<file path="config.mk">
export PLATFORM = sky130hd
export DESIGN_NAME = stby_exit_ctl
export DESIGN_NICKNAME = d
export VERILOG_FILES = /design/src/rtl/stx_pkg.sv /design/src/rtl/stx_regs.sv /design/src/rtl/stx_timer.sv /design/src/rtl/stx_pins.sv /design/src/rtl/stby_exit_ctl.sv
export SDC_FILE = /design/constraint.sdc
export NUM_CORES = 1
export LEC_CHECK = 0
export BUFFER_PORTS_ARGS = -buffer_cell sky130_fd_sc_hd__buf_2
export CELL_PAD_IN_SITES_DETAIL_PLACEMENT = 1
export CELL_PAD_IN_SITES_GLOBAL_PLACEMENT = 1
export CORE_MARGIN = 2
export CORE_UTILIZATION = 34
export CTS_CLUSTER_DIAMETER = 120
export DETAILED_ROUTE_END_ITERATION = 10
export HOLD_SLACK_MARGIN = 0.02
export PLACE_DENSITY_LB_ADDON = 0.1
export SYNTH_ARGS = -nofsm -noshare
export SYNTH_HDL_FRONTEND = slang
export SYNTH_SLANG_ARGS = --single-unit
export TNS_END_PERCENT = 20
</file>
<file path="constraint.sdc">
create_clock -name clk -period 2.7 [get_ports clk]
set_input_delay 0.54 -clock clk [delete_from_list [all_inputs] [get_ports clk]]
set_output_delay 0.54 -clock clk [all_outputs]
set_load 0.01 [all_outputs]
</file>
<file path="src/rtl/stx_pkg.sv">
package stx_pkg;

    localparam int unsigned CNT_W = 19;

    localparam logic [CNT_W-1:0] BASE_STATES = CNT_W'(8192);
    localparam logic [CNT_W-1:0] LONG_STATES = CNT_W'(262144);
    localparam logic [CNT_W-1:0] SHORT_STATES = CNT_W'(16);

    localparam int unsigned HOLD_BIT = 7;
    localparam int unsigned CODE_LSB = 4;

    typedef enum logic [1:0] {
        ST_RUN    = 2'd0,
        ST_PARKED = 2'd1,
        ST_SETTLE = 2'd2
    } stx_state_e;

    typedef struct packed {
        logic       hold;
        logic [2:0] code;
    } stby_cfg_t;

    function automatic logic [CNT_W-1:0] settle_count(input logic [2:0] code,
                                                      input int unsigned shift);
        logic [CNT_W-1:0] n;
        case (code)
            3'd6:    n = LONG_STATES;
            3'd7:    n = SHORT_STATES;
            default: n = BASE_STATES << code;
        endcase
        n = n >> shift;
        if (n == '0) n = CNT_W'(1);
        return n;
    endfunction

endpackage

</file>
<file path="src/rtl/stx_regs.sv">
module stx_regs
    import stx_pkg::*;
(
    input  logic            clk,
    input  logic            clr,
    input  logic            we,
    input  logic            addr,
    input  logic [7:0]      wdata,
    output logic [7:0]      rdata,
    output stby_cfg_t       cfg,
    output logic [7:0]      clk_cfg
);

    stby_cfg_t  cfg_q;
    logic [7:0] ckr_q;

    always_ff @(posedge clk) begin
        if (clr) begin
            cfg_q <= '0;
            ckr_q <= '0;
        end else if (we) begin
            if (addr == 1'b0) begin
                cfg_q.hold <= wdata[HOLD_BIT];
                cfg_q.code <= wdata[CODE_LSB +: 3];
            end else begin
                ckr_q <= wdata;
            end
        end
    end

    always_comb begin
        if (addr == 1'b0) rdata = {cfg_q.hold, cfg_q.code, 4'b0000};
        else              rdata = ckr_q;
    end

    assign cfg     = cfg_q;
    assign clk_cfg = ckr_q;

    assert_ckr_write_R3: assert property (@(posedge clk) disable iff (clr)
        (we && addr) |=> (clk_cfg == $past(wdata)));

endmodule

</file>
<file path="src/rtl/stx_timer.sv">
module stx_timer
    import stx_pkg::*;
#(
    parameter int unsigned WAIT_SHIFT = 0
) (
    input  logic      clk,
    input  logic      clr,
    input  logic      stby_req,
    input  logic      wake,
    input  logic [2:0] code,
    output logic      enter,
    output logic      release_o,
    output logic      stby
);

    stx_state_e       state;
    logic [CNT_W-1:0] cnt;

    assign enter     = (state == ST_RUN) && stby_req;
    assign release_o = (state == ST_SETTLE) && (cnt == '0);
    assign stby      = (state != ST_RUN);

    always_ff @(posedge clk) begin
        if (clr) begin
            state <= ST_RUN;
            cnt   <= '0;
        end else begin
            case (state)
                ST_RUN: begin
                    if (stby_req) state <= ST_PARKED;
                end
                ST_PARKED: begin
                    if (wake) begin
                        cnt   <= settle_count(code, WAIT_SHIFT);
                        state <= ST_SETTLE;
                    end
                end
                ST_SETTLE: begin
                    if (cnt == '0) state <= ST_RUN;
                    else           cnt   <= cnt - 1'b1;
                end
                default: state <= ST_RUN;
            endcase
        end
    end

    assert_release_single_R8: assert property (@(posedge clk) disable iff (clr)
        release_o |=> !release_o);

    assert_count_step_R5: assert property (@(posedge clk) disable iff (clr)
        (state == ST_SETTLE && cnt != '0) |=> (cnt == $past(cnt) - 1'b1));

    assert_entry_by_request_R4: assert property (@(posedge clk) disable iff (clr)
        $rose(stby) |-> $past(stby_req));

endmodule

</file>
<file path="src/rtl/stx_pins.sv">
module stx_pins #(
    parameter int unsigned W = 28
) (
    input  logic         clk,
    input  logic         clr,
    input  logic         enter,
    input  logic         stby,
    input  logic         hold_cfg,
    input  logic [W-1:0] bus_in,
    output logic [W-1:0] pin_val,
    output logic [W-1:0] pin_oe,
    output logic [W-1:0] pin_hold
);

    logic hold_q;

    always_ff @(posedge clk) begin
        if (clr)        hold_q <= 1'b0;
        else if (enter) hold_q <= hold_cfg;
    end

    for (genvar i = 0; i < W; i++) begin : g_pin
        logic held;
        always_ff @(posedge clk) begin
            if (clr)        held <= 1'b0;
            else if (enter) held <= bus_in[i];
        end
        assign pin_hold[i] = stby && hold_q;
        assign pin_oe[i]   = !stby || hold_q;
        assign pin_val[i]  = pin_hold[i] ? held : bus_in[i];
    end

    assert_held_stable_R10: assert property (@(posedge clk) disable iff (clr)
        (stby && $past(stby) && hold_q) |-> $stable(pin_val));

    assert_oe_back_R11: assert property (@(posedge clk) disable iff (clr)
        $fell(stby) |-> (&pin_oe));

endmodule

</file>
<file path="src/rtl/stby_exit_ctl.sv">
module stby_exit_ctl
    import stx_pkg::*;
#(
    parameter int unsigned ADDR_W     = 24,
    parameter int unsigned CTRL_W     = 4,
    parameter int unsigned WAIT_SHIFT = 0,
    localparam int unsigned BUS_W     = ADDR_W + CTRL_W
) (
    input  logic             clk,
    input  logic             rst,
    input  logic             hw_stby,
    input  logic             reg_we,
    input  logic             reg_addr,
    input  logic [7:0]       reg_wdata,
    output logic [7:0]       reg_rdata,
    output logic [7:0]       clk_cfg,
    input  logic             stby_req,
    input  logic             wake,
    input  logic [BUS_W-1:0] bus_in,
    output logic             clk_release,
    output logic             in_standby,
    output logic [BUS_W-1:0] pin_val,
    output logic [BUS_W-1:0] pin_oe,
    output logic [BUS_W-1:0] pin_hold
);

    logic      clr;
    stby_cfg_t cfg;
    logic      enter;

    assign clr = rst || hw_stby;

    stx_regs u_regs (
        .clk     (clk),
        .clr     (clr),
        .we      (reg_we),
        .addr    (reg_addr),
        .wdata   (reg_wdata),
        .rdata   (reg_rdata),
        .cfg     (cfg),
        .clk_cfg (clk_cfg)
    );

    stx_timer #(.WAIT_SHIFT(WAIT_SHIFT)) u_timer (
        .clk       (clk),
        .clr       (clr),
        .stby_req  (stby_req),
        .wake      (wake),
        .code      (cfg.code),
        .enter     (enter),
        .release_o (clk_release),
        .stby      (in_standby)
    );

    stx_pins #(.W(BUS_W)) u_pins (
        .clk      (clk),
        .clr      (clr),
        .enter    (enter),
        .stby     (in_standby),
        .hold_cfg (cfg.hold),
        .bus_in   (bus_in),
        .pin_val  (pin_val),
        .pin_oe   (pin_oe),
        .pin_hold (pin_hold)
    );

    assert_release_in_stby_R8: assert property (@(posedge clk) disable iff (clr)
        clk_release |-> in_standby);

endmodule

</file>
==> run_results.csv, run 1 <==
group,metric,value,unit
power,power_density,502,nW/µm²
clock_tree,clkSlewWorstSetupHoldPaths,0.08,ns
synthesis,synthFlopType,"dfxtp_1",
synthesis,yosys.area.top_type,"dfxtp_1",
sta,slew_viol_final,0,
sta,finalCritPeriodShare,94.9,%
floorplanning,rows,36,
worst_setup_path,cp_slowest_cell,"or4b_1",
global_routing,grt_pass1_vias,3075,
worst_setup_path,r2r-start,"u_timer.cnt[0]",
worst_setup_path,crit_path_max_fanout,5,
sta,tns,0,ns
min_path,hold_class,"input pin to flop",
clock_tree,cts_sinks,62,
final_layout,nets,562,
floorplanning,start_util,35.3,%
worst_setup_path,path_cells,"inv_1, ha_1, or4b_1, nor4_4, buf_2",
global_routing,grt_use_total,17.0,%
placement,io_buffers,144,
power,vdd_drop_max,232,µV
floorplanning,fp.dieH,105,µm
worst_setup_path,r2r_slack,0.44,ns
synthesis,async_flop_share,0,%
detailed_routing,vias,3271,
worst_setup_path,startpoint_type,"flop",
clock_tree,clk_latency,0.35,ns
detailed_routing,wl_per_cell,14.4,µm
synthesis,synth_edf_count,0,
worst_setup_path,crit_buf_inv,2,
synthesis,synth_area_per_cell,8.01,µm²
sta,hold_viol_final,0,
final_layout,postLayoutCoreUtil,42.5,%
synthesis,synth.area.top_cells,"dfxtp_1 (36%), buf_4 (12%), mux2_2 (10%), nand2_1 (8.2%), a21oi_1 (8.1%)",
global_routing,grt_overflow,0,
power,power.static_leakage,1.84,nW
sta,whs,0.431,ns
run_status,status,"finished, final reports clean",
worst_setup_path,cp.depth,5,
final_layout,drive_gt1_share,40.3,%
clock_tree,cts_made_buffers,9,
global_routing,grt_max_degree,53,
global_routing,grt.met1_usage,21.8,%
global_routing,antenna_found_initial,0,
worst_setup_path,critPathCaptureType,"output pin",
detailed_routing,drc_errors,0,
final_layout,antenna-diode-count,0,
worst_setup_path,critical_path.top_delay_family,"simple AND/OR/NAND/NOR gates",
detailed_routing,wl,9.43,mm
worst_setup_path,cp-endpoint,"clk_release",
detailed_routing,drt_iter0_drc,73,
global_routing,grt_use_met3,6.99,%
synthesis,ys_ff_latch,62,
floorplanning,die-width,105,µm
global_routing,gr-max-usage-layer,"met2",
placement,post-place-ws,0.341,ns
worst_setup_path,r2r-end,"u_timer.cnt[16]",
global_routing,met2_usage,26.2,%
sta,setup_slack,0.136,ns
synthesis,ys_types,42,
synthesis,syn_inst,433,
sta,fin_crit,2.56,ns
worst_setup_path,crit_start,"u_timer.cnt[0]",
clock_tree,cts_tree,"done",
placement,gp_congestion,0.815,
worst_setup_path,arrival,2.02,ns
final_layout,area_delta_synth_final,20.2,%
worst_setup_path,critPathMaxStageDelay,0.58,ns
synthesis,synthDominantCellAreaShare,35.8,%
sta,finalSetupViolCount,0,
floorplanning,die-area,11000,µm²
synthesis,synth_nets,477,
run,max_cap_violations,0,
synthesis,synth_warnings,0,
worst_setup_path,required,2.16,ns
sta,finalClockSkew,0.00947,ns
detailed_routing,postRouteAntennaNets,0,
sta,fmax,390,MHz
clock_tree,clock_path_buffers,2,
synthesis,ys_seq_area_share,35.8,%
placement,dp_hpwl,6.73,mm
detailed_routing,viasPerCell,4.99,
sta,rsz0062_at_grt,"false",
clock_tree,postCtsSetupBuffers,0,
floorplanning,core,9820,µm²
sta,slew-limit-headroom,55.1,%
synthesis,synth_area,3470,µm²
worst_setup_path,rr_worst_depth,7,
clock_tree,clockRootBuffer,"clkbuf_8",
worst_setup_path,crit_type,"flop to output pin",
sta,tightest_slew,0.665,ns
global_routing,grt_pass1_wl,15.3,mm
clock_tree,htree_levels,3,
floorplanning,top_level_ports,145,
detailed_routing,drt_first_pass_iters,4,
## worst min-delay path: cells and delay by family
kind / cells / cell delay (ns)
compound gates: 1 / 0.05
simple gates: 1 / 0.05
buf+inv: 1 / 0.10
## what timing repair did
item | CTS | global route
endpoints found under the setup margin | 1 | 29
hold buffers | 0 | 0
gates resized for setup | 1 | 4
cloned | 0 | 1
## layout make-up
class,instances,area (µm²)
clock buffer,10,138
clock inverter,6,70.1
fill,1259,5650
inverter,6,26.3
multi-input combinational,284,1710
sequential,62,1240
tap,133,166
timing repair buffer,154,812
timing repair inverter,1,7.51
## per-stage QoR
stage | cells | total power, W | area [µm²]
floorplan | 433 | 0.00116 | 3470
global placement | 639 | 0.00126 | 3930
detailed placement | 639 | 0.00126 | 3930
CTS | 655 | 0.00213 | 4150
global route | 656 | 0.00220 | 4170
finish | 656 | 0.00209 | 4170
## per-layer routing
metal  routed length [µm]  up-vias  part of all wire, %
li1                     -     1610                    -
met1                 4290     1548                   46
met2                 4270      100                   45
met3                  714       13                  7.6
met4                  148        0                  1.6
met5                    0        -                    0
## power by group
| group | total (W) | switching (W) | internal (W) |
|---|---|---|---|
| clock network | 0.000857 | 0.000401 | 0.000456 |
| logic | 0.000286 | 0.000166 | 0.000120 |
| registers | 0.000950 | 0.0000153 | 0.000935 |
| total | 0.00209 | 0.000582 | 0.00151 |
## synthesized netlist by cell type (6+ instances only)
| library cell | n |
|---|---|
| nand2_1 | 76 |
| dfxtp_1 | 62 |
| a21oi_1 | 56 |
| buf_4 | 54 |
| mux2_2 | 32 |
| clkbuf_1 | 24 |
| nor2_1 | 17 |
| nor3_1 | 9 |
| or3_1 | 9 |
| nand3_1 | 8 |
| o21ai_0 | 8 |
| and2_1 | 7 |
| inv_1 | 6 |
| mux2i_1 | 6 |
| or4_1 | 6 |
## how the worst min path moves through the flow
stage	from	end	slack, ns	cells after the start
2_1_floorplan	u_pins.g_pin[0].held	u_pins.g_pin[0].held	0.43	2
3_3_place_gp	u_pins.g_pin[14].held	u_pins.g_pin[14].held	0.44	2
3_5_place_dp	u_pins.g_pin[1].held	u_pins.g_pin[1].held	0.45	2
4_1_cts	bus_in[2]	u_pins.g_pin[2].held	0.41	3
5_1_grt	bus_in[3]	u_pins.g_pin[3].held	0.41	3
6_report	bus_in[2]	u_pins.g_pin[2].held	0.43	3
## registers in the layout (all words and copies together) (netlist names)
signal and flops:
u_pins.g_pin.held 28, u_timer.cnt 19, u_regs.clk_cfg 8, u_regs.cfg 4
u_timer.state 2, u_pins.hold_q 1
## cell usage in the layout, fill, tap and decap left out, types with 2 or more instances in the layout
master	instances
o211ai_1	5
clkinvlp_4	5
or2_2	3
o21ai_1	2
buf_2	144
mux2i_1	6
or4_1	6
o21ai_0	8
and2_1	7
nor3_1	9
nand2b_1	2
a31oi_1	2
xor2_1	3
nor2b_1	2
or3_1	9
mux2_2	32
buf_4	8
and3_1	2
dfxtp_1	62
o22ai_1	3
nor4_1	3
nand3_1	8
a21oi_1	56
nor4b_1	4
nand2_1	76
nor2_1	17
clkbuf_8	10
inv_1	5
o31ai_1	5
## cells by family after synthesis
group	Yosys count	synth area share (%)
AO/OA/AOI/OAI	84	13.3
XOR/XNOR	3	0.757
adder cells (fa/ha/maj)	1	0.361
buffers and inverters	87	15.4
flip-flops	62	35.8
multiplexers	38	12.1
AND/OR/NAND/NOR	158	22.4
Power figures use the tool's default switching activity.
==> inputs of run 2 (changes only) <==
--- a/config.mk
+++ b/config.mk
@@ -14,6 +14,7 @@
 export DETAILED_ROUTE_END_ITERATION = 10
 export HOLD_SLACK_MARGIN = 0.02
 export PLACE_DENSITY_LB_ADDON = 0.1
+export SETUP_SLACK_MARGIN = 0.5
 export SYNTH_ARGS = -nofsm -noshare
 export SYNTH_HDL_FRONTEND = slang
 export SYNTH_SLANG_ARGS = --single-unit
==> run 2 against run 1 <==
  * Clock-buffer cell count increased by 2
  * Worst hold slack better by 0.0062 ns
  * Power fell by 3.6%
  * Final area grew 6.9%
  * Largest power group unchanged
==> run_results.csv, run 2 (synthesized netlist as in run 1, its figures left out) <==
group,metric,value,unit
sta,tns,0,ns
worst_setup_path,required,2.16,ns
final_layout,area_delta_synth_final,28.5,%
floorplanning,die-width,105,µm
clock_tree,ctsHoldBuffers,0,
clock_tree,cts_sinks,62,
worst_setup_path,crit_type,"flop to output pin",
placement,dp.cells,643,
sta,fmax,440,MHz
final_layout,largest_register,"u_pins.g_pin.held",
sta,tightest_slew,0.642,ns
floorplanning,start_util,35.3,%
min_path,hold_class,"input pin to flop",
final_layout,final_common_cell,"buf_2",
clock_tree,clk_latency,0.35,ns
detailed_routing,postRouteAntennaNets,0,
final_layout,largest_register_ffs,28,
floorplanning,fp.dieH,105,µm
floorplanning,rows,36,
power,vdd_drop_max,195,µV
run,max_cap_violations,0,
global_routing,grt_overflow,0,
global_routing,grt_pass1_vias,3207,
sta,finalSetupViolCount,0,
power,power_density,452,nW/µm²
sta,fin_crit,2.27,ns
clock_tree,htree_levels,3,
global_routing,grt_max_degree,31,
global_routing,grt_use_total,17.7,%
clock_tree,clock_path_buffers,2,
final_layout,n_fill_cell,1228,
clock_tree,clockRootBuffer,"clkbuf_8",
sta,slew-limit-headroom,57.2,%
placement,dp_hpwl,6.84,mm
detailed_routing,drt_iter0_drc,93,
final_layout,nets,583,
final_layout,finalNonFillerCells,677,
sta,finalCritPeriodShare,84.3,%
clock_tree,cts_made_buffers,9,
final_layout,drive_gt1_share,46.0,%
clock_tree,clkSlewWorstSetupHoldPaths,0.07,ns
worst_setup_path,arrival,1.73,ns
run_status,status,"finished, final reports clean",
global_routing,antenna_found_initial,0,
detailed_routing,drt_first_pass_iters,4,
worst_setup_path,crit_path_max_fanout,2,
detailed_routing,wl,10.2,mm
sta,hold_viol_final,0,
detailed_routing,viasPerCell,4.95,
floorplanning,die-area,11000,µm²
worst_setup_path,startpoint_type,"flop",
detailed_routing,vias,3349,
floorplanning,top_level_ports,145,
placement,io_buffers,144,
worst_setup_path,critPathCaptureType,"output pin",
sta,slew_viol_final,0,
power,power.static_leakage,1.99,nW
sta,rsz0062_at_grt,"true",
detailed_routing,drc_errors,0,
final_layout,final_cell_mix,"buf_2 (143), nand2_1 (75), dfxtp_1 (56)",
floorplanning,core,9820,µm²
final_layout,antenna-diode-count,0,
placement,gp_congestion,0.766,
global_routing,grt_pass1_wl,15.9,mm
clock_tree,cts_tree,"done",
detailed_routing,wl_per_cell,15.1,µm
sta,finalClockSkew,0.0112,ns
run 2: metrics by stage:
| stage | instance area [µm²] | total power, W | hold WS, ns | util, % | worst slack, ns |
|---|---|---|---|---|---|
| after floorplan | 3620 | 0.00117 | 0.434 | - | 0.444 |
| after global placement | 3980 | 0.00126 | 0.441 | 40.5 | 0.424 |
| after detailed placement | 3980 | 0.00127 | 0.449 | 40.5 | 0.447 |
| after CTS | 4400 | 0.00202 | 0.430 | 44.8 | 0.466 |
| after global routing | 4460 | 0.00212 | 0.434 | 45.4 | 0.343 |
| final | 4460 | 0.00202 | 0.437 | 45.4 | 0.425 |
run 2: cell type report:
cell class	count	area, µm²	area share (%)
timing repair inverter	1	7.51	0.168
multi-input combinational	284	1800	40.3
tap	133	166	3.73
sequential	62	1260	28.2
clock inverter	4	22.5	0.505
clock buffer	12	145	3.25
inverter	6	26.3	0.589
timing repair buffer	175	1040	23.2
run 2: critical path, cell delays in order (launching register included):
cell      delay (ns)
dfxtp_4         0.36
nor4_4          0.33
nand4b_1        0.22
nor4_4          0.31
buf_2           0.18
run 2: worst paths after layout:
kind              slack, ns                   from  cells after the start                    end
hold / removal         0.44             bus_in[16]                      3  u_pins.g_pin[16].held
setup / recovery       0.43         u_timer.cnt[7]                      4            clk_release
hold reg to reg        0.46  u_pins.g_pin[23].held                      2  u_pins.g_pin[23].held
setup reg to reg       0.48         u_timer.cnt[7]                     10        u_timer.cnt[17]
run 2: timing repair:
| item | in CTS | in global routing |
|---|---|---|
| cloned | 2 | 0 |
| setup buffers | 14 | 2 |
| pin swaps | 5 | 5 |
| resized for setup | 29 | 11 |
| setup endpoints to repair | 49 | 20 |
run 2: power by group:
group          switching, W  total (W)  internal [W]
combinational      0.000179   0.000328      0.000149
sequential        0.0000172   0.000950      0.000933
clock              0.000384   0.000739      0.000354
total              0.000581    0.00202       0.00144
run 2: layer usage:
metal | wire, µm | up-vias | GRT usage, %
met5 | 0 | - | 0
met4 | 167 | 0 | 6.00
met2 | 4850 | 112 | 29.7
li1 | - | 1647 | -
met3 | 614 | 14 | 4.37
met1 | 4560 | 1576 | 22.0
